==> src/rtl/usbft_pkg.sv <==
package usbft_pkg;

  localparam logic [7:0] CODE_THR_RD  = 8'h11;
  localparam logic [7:0] CODE_THR_WR  = 8'h91;
  localparam logic [7:0] CODE_FN_RD   = 8'h0F;
  localparam logic [7:0] CODE_STAT_RD = 8'h04;
  localparam logic [7:0] CODE_STAT_WR = 8'h84;

  typedef enum logic [1:0] {
    SEQ_IDLE  = 2'd0,
    SEQ_SOF   = 2'd1,
    SEQ_MEMWR = 2'd2
  } seqState_e;

  // Strobes from the sequencer to the datapath
  typedef struct packed {
    logic reload;   // load the remaining counter with the interval
    logic count;    // decrement the remaining counter
    logic advance;  // step the frame number
    logic setFlag;  // set the start-of-frame status flag
  } frameStrobes_t;

endpackage

==> src/rtl/frame_seq_ctrl.sv <==
module frame_seq_ctrl
  import usbft_pkg::*;
(
  input  logic          clk,
  input  logic          rstN,
  input  logic          operational,
  input  logic          bitTick,
  input  logic          remZero,
  input  logic          sofDone,
  input  logic          memWrDone,
  output frameStrobes_t strobes,
  output logic          sofReq,
  output logic          memWrReq,
  output logic          descEnable
);

  seqState_e state, stateNext;
  logic      prevOp;
  logic      opRise;
  logic      boundary;

  always_comb begin
    opRise   = operational && !prevOp;
    boundary = opRise || (operational && bitTick && remZero);

    strobes.reload  = !operational || boundary;
    strobes.count   = operational && bitTick && !boundary;
    strobes.advance = boundary;
    strobes.setFlag = operational && (state == SEQ_MEMWR) && memWrDone;
  end

  always_comb begin
    stateNext = state;
    if (!operational) begin
      stateNext = SEQ_IDLE;
    end else if (boundary) begin
      stateNext = SEQ_SOF;
    end else begin
      unique case (state)
        SEQ_SOF:   if (sofDone)   stateNext = SEQ_MEMWR;
        SEQ_MEMWR: if (memWrDone) stateNext = SEQ_IDLE;
        default:   stateNext = SEQ_IDLE;
      endcase
    end
  end

  always_ff @(posedge clk) begin
    if (!rstN) begin
      state  <= SEQ_IDLE;
      prevOp <= 1'b0;
    end else begin
      state  <= stateNext;
      prevOp <= operational;
    end
  end

  assign sofReq     = (state == SEQ_SOF);
  assign memWrReq   = (state == SEQ_MEMWR);
  assign descEnable = operational && (state == SEQ_IDLE);

  // token request and memory request never overlap
  p_req_exclusive_r5: assert property (@(posedge clk) disable iff (!rstN)
    !(sofReq && memWrReq));

  // memory write is requested only right after the token was acknowledged
  p_mem_after_sof_r5: assert property (@(posedge clk) disable iff (!rstN)
    $rose(memWrReq) |-> $past(sofReq && sofDone));

  // descriptors stay blocked while any sequence request is pending
  p_desc_blocked_r8: assert property (@(posedge clk) disable iff (!rstN)
    (sofReq || memWrReq) |-> !descEnable);

  // dropping out of the operational state abandons the sequence
  p_idle_when_off_r12: assert property (@(posedge clk) disable iff (!rstN)
    !operational |=> !(sofReq || memWrReq));

  // entering the operational state starts a sequence
  p_entry_starts_r4: assert property (@(posedge clk) disable iff (!rstN)
    (operational && !prevOp) |=> sofReq);

endmodule

==> src/rtl/frame_timer_dp.sv <==
module frame_timer_dp
  import usbft_pkg::*;
#(
  parameter int REM_W          = 14,
  parameter int FN_W           = 16,
  parameter int THR_W          = 11,
  parameter int DATA_W         = 32,
  parameter int FRAME_INTERVAL = 11999,
  parameter int THR_RESET      = 'h628
) (
  input  logic              clk,
  input  logic              rstN,
  input  frameStrobes_t     strobes,
  input  logic              operational,
  input  logic              cmdValid,
  input  logic [7:0]        cmdCode,
  input  logic [DATA_W-1:0] cmdWrData,
  output logic              remZero,
  output logic [REM_W-1:0]  frameRemaining,
  output logic [FN_W-1:0]   frameNumber,
  output logic              sofFlag,
  output logic              lsPermit,
  output logic [DATA_W-1:0] cmdRdData
);

  localparam logic [REM_W-1:0] RELOAD   = REM_W'(FRAME_INTERVAL);
  localparam logic [THR_W-1:0] THR_INIT = THR_W'(THR_RESET);
  localparam int               CMP_W    = (REM_W > THR_W) ? REM_W : THR_W;

  logic [REM_W-1:0] remCnt;
  logic [FN_W-1:0]  fnCnt;
  logic [THR_W-1:0] thrReg;
  logic             flagReg;
  logic             thrWrite;
  logic             flagClear;

  assign thrWrite  = cmdValid && (cmdCode == CODE_THR_WR);
  assign flagClear = cmdValid && (cmdCode == CODE_STAT_WR) && cmdWrData[0];

  always_ff @(posedge clk) begin
    if (!rstN) begin
      remCnt <= RELOAD;
    end else if (strobes.reload) begin
      remCnt <= RELOAD;
    end else if (strobes.count) begin
      remCnt <= remCnt - 1'b1;
    end
  end

  always_ff @(posedge clk) begin
    if (!rstN) begin
      fnCnt <= '0;
    end else if (strobes.advance) begin
      fnCnt <= fnCnt + 1'b1;
    end
  end

  always_ff @(posedge clk) begin
    if (!rstN) begin
      thrReg <= THR_INIT;
    end else if (thrWrite) begin
      thrReg <= cmdWrData[THR_W-1:0];
    end
  end

  always_ff @(posedge clk) begin
    if (!rstN) begin
      flagReg <= 1'b0;
    end else if (strobes.setFlag) begin
      flagReg <= 1'b1;
    end else if (flagClear) begin
      flagReg <= 1'b0;
    end
  end

  always_comb begin
    cmdRdData = '0;
    unique case (cmdCode)
      CODE_THR_RD:  cmdRdData[THR_W-1:0] = thrReg;
      CODE_FN_RD:   cmdRdData[FN_W-1:0]  = fnCnt;
      CODE_STAT_RD: cmdRdData[0]         = flagReg;
      default:      cmdRdData            = '0;
    endcase
  end

  assign remZero        = (remCnt == '0);
  assign frameRemaining = remCnt;
  assign frameNumber    = fnCnt;
  assign sofFlag        = flagReg;
  assign lsPermit       = operational &&
                          (CMP_W'(remCnt) >= CMP_W'(thrReg));

  // the counter never leaves the range of the interval
  p_rem_bound_r2: assert property (@(posedge clk) disable iff (!rstN)
    frameRemaining <= RELOAD);

  // a count strobe lowers the count by one
  p_rem_step_r2: assert property (@(posedge clk) disable iff (!rstN)
    strobes.count |=> frameRemaining == REM_W'($past(frameRemaining) - 1'b1));

  // the frame number steps by one on an advance strobe
  p_fn_step_r3: assert property (@(posedge clk) disable iff (!rstN)
    strobes.advance |=> frameNumber == FN_W'($past(frameNumber) + 1'b1));

  // without an advance strobe the frame number holds
  p_fn_hold_r3: assert property (@(posedge clk) disable iff (!rstN)
    !strobes.advance |=> $stable(frameNumber));

  // an accepted memory acknowledge sets the flag
  p_flag_set_r7: assert property (@(posedge clk) disable iff (!rstN)
    strobes.setFlag |=> sofFlag);

endmodule

==> src/rtl/usb_frame_timer.sv <==
module usb_frame_timer
  import usbft_pkg::*;
#(
  parameter int REM_W          = 14,
  parameter int FN_W           = 16,
  parameter int THR_W          = 11,
  parameter int DATA_W         = 32,
  parameter int FRAME_INTERVAL = 11999,
  parameter int THR_RESET      = 'h628
) (
  input  logic              clk,
  input  logic              rstN,
  input  logic              operational,
  input  logic              bitTick,
  output logic              sofReq,
  input  logic              sofDone,
  output logic              memWrReq,
  output logic [FN_W-1:0]   memWrData,
  input  logic              memWrDone,
  output logic              descEnable,
  output logic              lsPermit,
  output logic [REM_W-1:0]  frameRemaining,
  output logic [FN_W-1:0]   frameNumber,
  output logic              sofFlag,
  input  logic              cmdValid,
  input  logic [7:0]        cmdCode,
  input  logic [DATA_W-1:0] cmdWrData,
  output logic [DATA_W-1:0] cmdRdData
);

  frameStrobes_t strobes;
  logic          remZero;

  frame_seq_ctrl i_ctrl (
    .clk        (clk),
    .rstN       (rstN),
    .operational(operational),
    .bitTick    (bitTick),
    .remZero    (remZero),
    .sofDone    (sofDone),
    .memWrDone  (memWrDone),
    .strobes    (strobes),
    .sofReq     (sofReq),
    .memWrReq   (memWrReq),
    .descEnable (descEnable)
  );

  frame_timer_dp #(
    .REM_W         (REM_W),
    .FN_W          (FN_W),
    .THR_W         (THR_W),
    .DATA_W        (DATA_W),
    .FRAME_INTERVAL(FRAME_INTERVAL),
    .THR_RESET     (THR_RESET)
  ) i_dp (
    .clk           (clk),
    .rstN          (rstN),
    .strobes       (strobes),
    .operational   (operational),
    .cmdValid      (cmdValid),
    .cmdCode       (cmdCode),
    .cmdWrData     (cmdWrData),
    .remZero       (remZero),
    .frameRemaining(frameRemaining),
    .frameNumber   (frameNumber),
    .sofFlag       (sofFlag),
    .lsPermit      (lsPermit),
    .cmdRdData     (cmdRdData)
  );

  assign memWrData = frameNumber;

  // the write data tracks the frame number during a write request
  p_wrdata_r6: assert property (@(posedge clk) disable iff (!rstN)
    memWrReq |-> (memWrData == frameNumber));

endmodule

==> config.mk <==
export PLATFORM = sky130hd
export DESIGN_NAME = usb_frame_timer
export DESIGN_NICKNAME = d
export VERILOG_FILES = /design/src/rtl/usbft_pkg.sv /design/src/rtl/frame_seq_ctrl.sv /design/src/rtl/frame_timer_dp.sv /design/src/rtl/usb_frame_timer.sv
export SDC_FILE = /design/constraint.sdc
export NUM_CORES = 1
export LEC_CHECK = 0
export BUFFER_PORTS_ARGS = -buffer_cell sky130_fd_sc_hd__clkbuf_2
export CAP_MARGIN = 20
export CORE_AREA = 3 3 81 83
export DETAILED_ROUTE_END_ITERATION = 8
export DIE_AREA = 0 0 84 86
export GPL_TIMING_DRIVEN = 0
export PLACE_DENSITY = 0.77
export SLEW_MARGIN = 20
export SYNTH_ARGS = -nofsm -noshare
export SYNTH_HDL_FRONTEND = slang
export SYNTH_SLANG_ARGS = --single-unit
==> constraint.sdc <==
create_clock -name clk -period 2.75 [get_ports clk]
set_clock_uncertainty 0.05 [all_clocks]
set_input_delay 0.275 -clock clk [delete_from_list [all_inputs] [get_ports clk]]
set_output_delay 0.275 -clock clk [all_outputs]
set_load 0.05 [all_outputs]
# After elaboration in Yosys (flattened, before gate mapping)
# Index checks and enable logic that the tools add are counted.
# op_classes
n_addsub	2
order_cmp	1
eq_ne	11
muxes	9
bitwise	2
n_reduce_logical	24
# ops
cell	n
10-bit case mux with 2 select lines	1
16-bit by 1-bit adder with 16-bit output (second input constant)	1
8-bit equality test (second input constant)	2
14-bit by 11-bit greater-or-equal comparator with 1-bit output	1
14-bit zero test	1
14-bit by 1-bit subtractor with 14-bit output (second input constant)	1
1-bit logical AND	11
8-bit by 3-bit equality test with 1-bit output (second input constant)	1
8-bit by 4-bit equality test with 1-bit output (second input constant)	1
8-bit by 5-bit equality test with 1-bit output (second input constant)	1
3-bit by 1-bit != test with 1-bit output (second input constant)	2
2-bit AND reduction	3
5-bit two-way mux	1
2-bit two-way mux	2
2-bit by 1-bit != test with 1-bit output (second input constant)	2
2-bit case mux with 2 select lines	1
1-bit zero test	3
1-bit two-way mux	3
1-bit case mux with 3 select lines	1
3-bit OR reduction	1
2-bit by 1-bit equality test with 1-bit output (second input constant)	1
2-bit equality test (second input constant)	1
2-bit zero test	1
1-bit logical OR	2
3 further kinds	4
# totals
ff_bits	45

# Longest topological paths before layout
# Gate-level depths: netlist of the first run.
# logic_depth
word_depth	5
depth_mapped	9
ltp_nobuf	7

# Hierarchy
# A second synthesis of the first run with hierarchy kept.
# hier_totals
cells_unflattened	307
area_unflattened_um2	2671.3
# by_module_without_submodules
module	n_inst	cells_each	area_each_um2	seq_area_each_um2
frame_timer_dp	1	273	2379.8	840.8
frame_seq_ctrl	1	18	171.4	60.1
usb_frame_timer	1	16	120.1	0.0

# Worst setup path before layout of the first run
# Ideal clock, no wire load.
# synth_timing
path_kind	register to register
startpoint	register i_dp.remCnt[5] (netlist: i_dp.frameRemaining[5])
endpoint	register i_dp.fnCnt[13] (netlist: i_dp.frameNumber[13])
arrival_time_ns	2.417
slack_ns	0.213
stages_incl_launch_ff	6
n_path_buf	0
path_cell_list	dfxtp_1 > or4_4 > nor4_4 > a41oi_2 > or4_1 > a21oi_1
# synth_via
elab_chain_len	3
# synth_lines
item	line	rtl
from (decl)	frame_timer_dp.sv:30	logic [REM_W-1:0] remCnt;
from (signal assigned)	frame_timer_dp.sv:46	remCnt <= remCnt - 1'b1;
14-bit zero test	frame_timer_dp.sv:86	assign remZero = (remCnt == '0);
1-bit logical AND	frame_seq_ctrl.sv:24	boundary = opRise || (operational && bitTick && remZero);
1-bit logical OR	frame_seq_ctrl.sv:24	
to (signal assigned)	frame_timer_dp.sv:54	fnCnt <= fnCnt + 1'b1;
to (decl)	frame_timer_dp.sv:31	logic [FN_W-1:0] fnCnt;
# No other way between the ends.
# A chain may end at the register's enable or synchronous reset.

# Worst setup path in the final report of the first run
# layout_timing
startpoint	register i_dp.remCnt[0] (netlist: i_dp.frameRemaining[0])
endpoint	output lsPermit
# layout_via
elab_chain_len	2
# layout_lines
item	line	rtl
14-bit by 11-bit greater-or-equal comparator with 1-bit output	frame_timer_dp.sv:91	(CMP_W'(remCnt) >= CMP_W'(thrReg));
1-bit logical AND	frame_timer_dp.sv:90	assign lsPermit = operational &&
to (decl)	usb_frame_timer.sv:21	output logic lsPermit,
# No other way between the ends.

==> results.md, run 1 <==
- Count of nets after finishing: 492
- Global Route Usage Sum: 0.186
- Worst EP arrival: 2.13 ns
- Vias per cell: 5.15
- Critical Path Fanout Max: 4
- Part of the cycle the worst path needs: 0.894
- Slew Limit Fails: 0
- Initial Util: 0.447
- Sequential fraction of the synthesis area: 0.340
- Worst Path Required: 2.42 ns
- Final min period: 2.46 ns
- Crit. End Element: output port
- Vias in the first global route: 2317
- Initial DRC count: 156
- FF-to-FF setup slack: 0.35 ns
- Post-CTS sizing: 0
- Die Y: 86 µm
- Commonest non-fill, non-tap cells in the layout: clkbuf_2, dfxtp_1, buf_4
- # diodes: 0
- FILL cells: 551
- CTS sink count: 45
- Worst hold path class: in2reg
- Port buffer count: 92
- Share of cells above drive strength 1: 0.326
- Lkg Pwr: 1.55 nW
- Core Box Area: 0.00592 mm²
- Mapped Cells: 316
- FFs w/ async S/R, synth: 0
- Total wire length: 6810 µm
- Top Ports: 130
- Setup TNS: 0 ns
- Status: finished, final reports clean
- Largest net degree at the start of global routing: 14
- Insertion delay to the later sink of the worst-skew pair: 0.29 ns
- Ys flop type: dfxtp_1
- CTS tree: yes
- F_max: 407 MHz
- Die area: 0.00722 mm²
- # H-tree levels: 2
- Register bit total from synthesis: 45
- WL/cell: 13.4 µm
- DR DRC count: 0
- Mean Syn Cell Area: 8.38 µm²
- Setup violations, final: 0
- Max VDD drop: 241 µV
- Multi-input logic area: 0.00147 mm²
- Max Cap Viol: 0
- Mapped cell area: 0.00265 mm²
- Final core utilization: 0.572
- RSZ-0062 raised after global routing: false
- First-pass GRT wire length: 11100 µm
- Num CTS Buffers: 5
- Slew @ Worst Pin: 0.729 ns
- DP Wirelength: 5400 µm
- GRT Residual Overflow: 0
- Crit path max-delay family: compound AO/OA/AOI/OAI gates
- Pre-Repair DR Iteration Count: 5
- Area growth, synth to finish: 28.0%
- Worst slew margin: 0.510
- Netlist cell types: 43
- Root Buffer: clkbuf_8
- # rows: 28
- Post-route ant nets: 0
- Placer Congestion: 0.821
- Post-Place Setup Slack: 0.0684 ns
- Slowest cell on crit path: dfxtp_1
- Setup CP Type: reg2out
- Final Worst Setup Slack: 0.292 ns
- Number of flops mapped to enable cells by yosys: 0
- Crit path buf inv count: 2
- CP Launch Type: register
- CTS clk-pin slew, worst paths: 0.08 ns
- Most common cell after layout, fill and taps aside: clkbuf_2
- Register area: 901 µm²
- Total number of yosys warnings: 0
- Power Dens Cells: 402 mW/mm²
- Worst-case clock buffer depth: 2
- Final hold vios: 0
- Initial antenna violation count: 0
- Die width: 84 µm
- Vias: 2610
- CP cell instances: inv_1 > ha_1 > nand2b_1 > a21o_1 > a21oi_1 > o21ai_0 > a22o_1 > clkbuf_2
- CP peak stage delay: 0.35 ns
-- sequential cells by signal (all words and copies together) (netlist names) --
signal / count
i_ctrl.prevOp: 1
i_ctrl.state: 2
i_dp.frameNumber: 16
i_dp.thrReg: 11
i_dp.sofFlag: 1
i_dp.frameRemaining: 14
-- through the flow --
| step | instances | power, W | area, µm² | hold WS (ns) |
|---|---|---|---|---|
| detailed placement | 498 | 0.000858 | 3260 | 0.453 |
| floorplan | 331 | 0.000814 | 2700 | 0.314 |
| global route | 507 | 0.00141 | 3390 | 0.171 |
| global placement | 498 | 0.000856 | 3260 | 0.441 |
| CTS | 506 | 0.00137 | 3370 | 0.144 |
| finish | 507 | 0.00136 | 3390 | 0.151 |
-- cells by family (layout without fill, tap and decap cells) --
family	after synthesis	in the layout	share of synthesized area
and+or+nand+nor	117	117	0.236
xor gates and xnor gates	14	14	0.0463
DFF	45	45	0.340
other	1	16	0.00142
adders and majority gates	14	14	0.0662
buffers and inverters	58	159	0.129
muxes	8	8	0.0302
AOI/OAI and AO/OA	59	59	0.151
-- synth_stat cells (4+ instances only) --
cell type	n	area [µm²]
a21oi_1	16	80.1
a22o_1	11	96.3
and2_1	7	43.8
buf_4	32	240
clkbuf_1	7	26.3
dfxtp_1	45	901
ha_1	14	175
inv_1	17	63.8
mux2i_1	8	80.1
nand2_1	27	101
nand3_1	8	40.0
nand4_1	7	43.8
nor2_1	23	86.3
nor2b_1	5	31.3
nor3_1	7	35.0
nor4_1	5	31.3
o211ai_1	5	37.5
o21ai_0	8	40.0
o31ai_1	4	30.0
or3_1	10	62.6
xnor2_1	11	96.3
-- power by group --
| part | internal, W | switching, W |
|---|---|---|
| sequential | 0.000656 | 0.00000998 |
| clock | 0.000296 | 0.000220 |
| combinational | 0.0000527 | 0.000126 |
-- timing repair --
item	4_1_cts	5_1_grt
setup buffers	0	1
endpoints found under the hold margin	0	0
hold buffers	0	0
setup endpoints to repair	0	5
-- final timing paths --
path / cells past startpoint / from / end
hold reg to reg: 2 / i_dp.frameNumber[15]$_SDFFE_PN0P_ / i_dp.frameNumber[15]$_SDFFE_PN0P_
setup / recovery: 8 / i_dp.frameRemaining[0]$_SDFFE_PP1P_ / lsPermit
hold / removal: 3 / cmdWrData[9] / i_dp.thrReg[9]$_SDFFE_PN1P_
setup reg to reg: 5 / i_dp.frameRemaining[5]$_SDFFE_PP0P_ / i_dp.frameNumber[7]$_SDFFE_PN0P_
-- worst register-to-register path, cell delays in order, from the launching register on --
cell and delay [ns]:
dfxtp_1 0.39, or4_4 0.61, nor4_4 0.35, a41oi_2 0.30, or4_1 0.47, a21oi_1 0.16
-- final cells by class --
class,count,area share
multi-input cells,228,0.434
plain buffers,41,0.0816
clock buffers,7,0.0255
inverters,17,0.0188
clock inverters,1,0.00886
repair buffers,93,0.138
flip-flops and latches,45,0.266
well taps,75,0.0277
-- layer usage --
layer | share of wire | global-route usage
met5 | 0 | 0
met4 | 0.017 | 0.0643
met3 | 0.072 | 0.0432
met2 | 0.47 | 0.302
met1 | 0.44 | 0.242
Power figures use the tool's default switching activity.
==> run 2: changes to the inputs <==
--- a/config.mk
+++ b/config.mk
@@ -5,11 +5,11 @@
 export SDC_FILE = /design/constraint.sdc
 export NUM_CORES = 1
 export LEC_CHECK = 0
-export BUFFER_PORTS_ARGS = -buffer_cell sky130_fd_sc_hd__clkbuf_2
+export BUFFER_PORTS_ARGS = -buffer_cell sky130_fd_sc_hd__buf_2
 export CAP_MARGIN = 20
-export CORE_AREA = 3 3 81 83
+export CORE_AREA = 2 2 80 82
 export DETAILED_ROUTE_END_ITERATION = 8
-export DIE_AREA = 0 0 84 86
+export DIE_AREA = 0 0 82 84
 export GPL_TIMING_DRIVEN = 0
 export PLACE_DENSITY = 0.77
 export SLEW_MARGIN = 20
==> results.md, run 2 (synthesis results as in run 1) <==
- Slew @ Worst Pin: 0.740 ns
- Die area: 0.00689 mm²
- Hold WS: 0.157 ns
- Total wire length: 6650 µm
- Final hold vios: 0
- Largest net degree at the start of global routing: 13
- Worst-case clock buffer depth: 2
- Setup Buffers After CTS: 0
- Global Route Usage Sum: 0.192
- GRT Residual Overflow: 0
- Max FFs per register: 16
- Post-CTS sizing: 0
- Final min period: 2.56 ns
- Most common cell after layout, fill and taps aside: buf_2
- # diodes: 0
- DP Area: 0.00326 mm²
- Count of nets after finishing: 491
- Critical Path Fanout Max: 10
- Post-route ant nets: 0
- Max Cap Viol: 0
- Num CTS Buffers: 5
- Placer Congestion: 0.804
- Setup TNS: 0 ns
- DR DRC count: 0
- Setup violations, final: 0
- Insertion delay to the later sink of the worst-skew pair: 0.30 ns
- DP Wirelength: 5180 µm
- Status: finished, final reports clean
- First-pass GRT wire length: 10500 µm
- Power Dens Cells: 367 mW/mm²
- Vias: 2595
- Pre-Repair DR Iteration Count: 4
- Crit. End Element: register
- Top Ports: 130
- Share of cells above drive strength 1: 0.324
- Worst hold path class: in2reg
- F_max: 390 MHz
- Die Y: 84 µm
- Initial antenna violation count: 0
- Initial Util: 0.434
- Setup CP Type: reg2reg
- Reg2Reg Depth: 5
- Post-cts hold buffer count: 0
- Core Box Area: 0.00610 mm²
- Vias per cell: 5.13
- RSZ-0062 raised after global routing: false
- CTS sink count: 45
- WL/cell: 13.1 µm
- CP Launch Type: register
- Slew Limit Fails: 0
- Reg2reg end: i_dp.frameNumber[13]$_SDFFE_PN0P_
- CTS clk-pin slew, worst paths: 0.08 ns
- Commonest non-fill, non-tap cells in the layout: buf_2, dfxtp_1, buf_4
- Lkg Pwr: 1.55 nW
- Part of the cycle the worst path needs: 0.931
- FF-to-FF setup slack: 0.19 ns
- # H-tree levels: 2
- # rows: 29
- Worst EP arrival: 2.74 ns
- Worst Path Required: 2.93 ns
- Area growth, synth to finish: 26.2%
- Die width: 82 µm
- CP startpoint: i_dp.frameRemaining[5]$_SDFFE_PP0P_
- Worst setup endpoint: i_dp.frameNumber[13]$_SDFFE_PN0P_
- Max VDD drop: 179 µV
- Initial DRC count: 107
- Reg2reg start: i_dp.frameRemaining[5]$_SDFFE_PP0P_
- Vias in the first global route: 2285
- Worst slew margin: 0.503
- Root Buffer: clkbuf_8
- Post-route cell area: 0.00334 mm²
- Port buffer count: 92
- CTS tree: yes
[run 2: per-layer routing]
layer / track usage / part of all wire / up-vias
met5: 0 / 0 / -
met4: 0.0652 / 0.019 / 0
met2: 0.307 / 0.45 / 95
li1: - / - / 1295
met3: 0.0368 / 0.074 / 12
met1: 0.257 / 0.45 / 1193
[run 2: power by group]
part | switching (W) | internal, W
logic | 0.000126 | 0.0000531
registers | 0.0000105 | 0.000656
clock network | 0.000211 | 0.000167
total | 0.000348 | 0.000877
[run 2: how the worst min path moves through the flow]
| stage | cells after the start | slack [ns] | endpoint | from |
|---|---|---|---|---|
| after detailed placement | 2 | 0.46 | i_dp.frameRemaining[13]$_SDFFE_PP1P_ | i_dp.frameRemaining[13]$_SDFFE_PP1P_ |
| after global routing | 3 | 0.17 | i_dp.thrReg[7]$_SDFFE_PN0P_ | cmdWrData[7] |
| final | 3 | 0.16 | i_dp.thrReg[9]$_SDFFE_PN1P_ | cmdWrData[9] |
| after CTS | 3 | 0.15 | i_dp.thrReg[10]$_SDFFE_PN1P_ | cmdWrData[10] |
| after global placement | 2 | 0.44 | i_dp.frameNumber[15]$_SDFFE_PN0P_ | i_dp.frameNumber[15]$_SDFFE_PN0P_ |
| after floorplan | 1 | 0.31 | i_dp.thrReg[10]$_SDFFE_PN1P_ | rstN |
[run 2: metrics by stage]
stage | setup slack, ns | total power, W | cells | util
2_1_floorplan | 0.213 | 0.000814 | 331 | -
3_3_place_gp | 0.0963 | 0.000857 | 500 | 0.535
3_5_place_dp | 0.0365 | 0.000859 | 500 | 0.535
4_1_cts | 0.0301 | 0.00123 | 506 | 0.547
5_1_grt | 0.0205 | 0.00128 | 506 | 0.548
6_report | 0.189 | 0.00122 | 506 | 0.548
[run 2: area by class of cell]
class	count	area, µm²
Buffer	41	277
Sequential cell	45	901
Clock buffer	5	68.8
Multi-Input combinational cell	228	1470
Clock inverter	1	5.00
Fill cell	588	2760
Inverter	17	63.8
Tap cell	77	96.3
Timing Repair Buffer	92	460
[run 2: worst max-delay path, stage by stage, from the launching register on]
cell	delay, ns
dfxtp_1	0.39
or4_4	0.60
nor4_4	0.47
a41oi_2	0.35
or4_1	0.48
a21oi_1	0.15
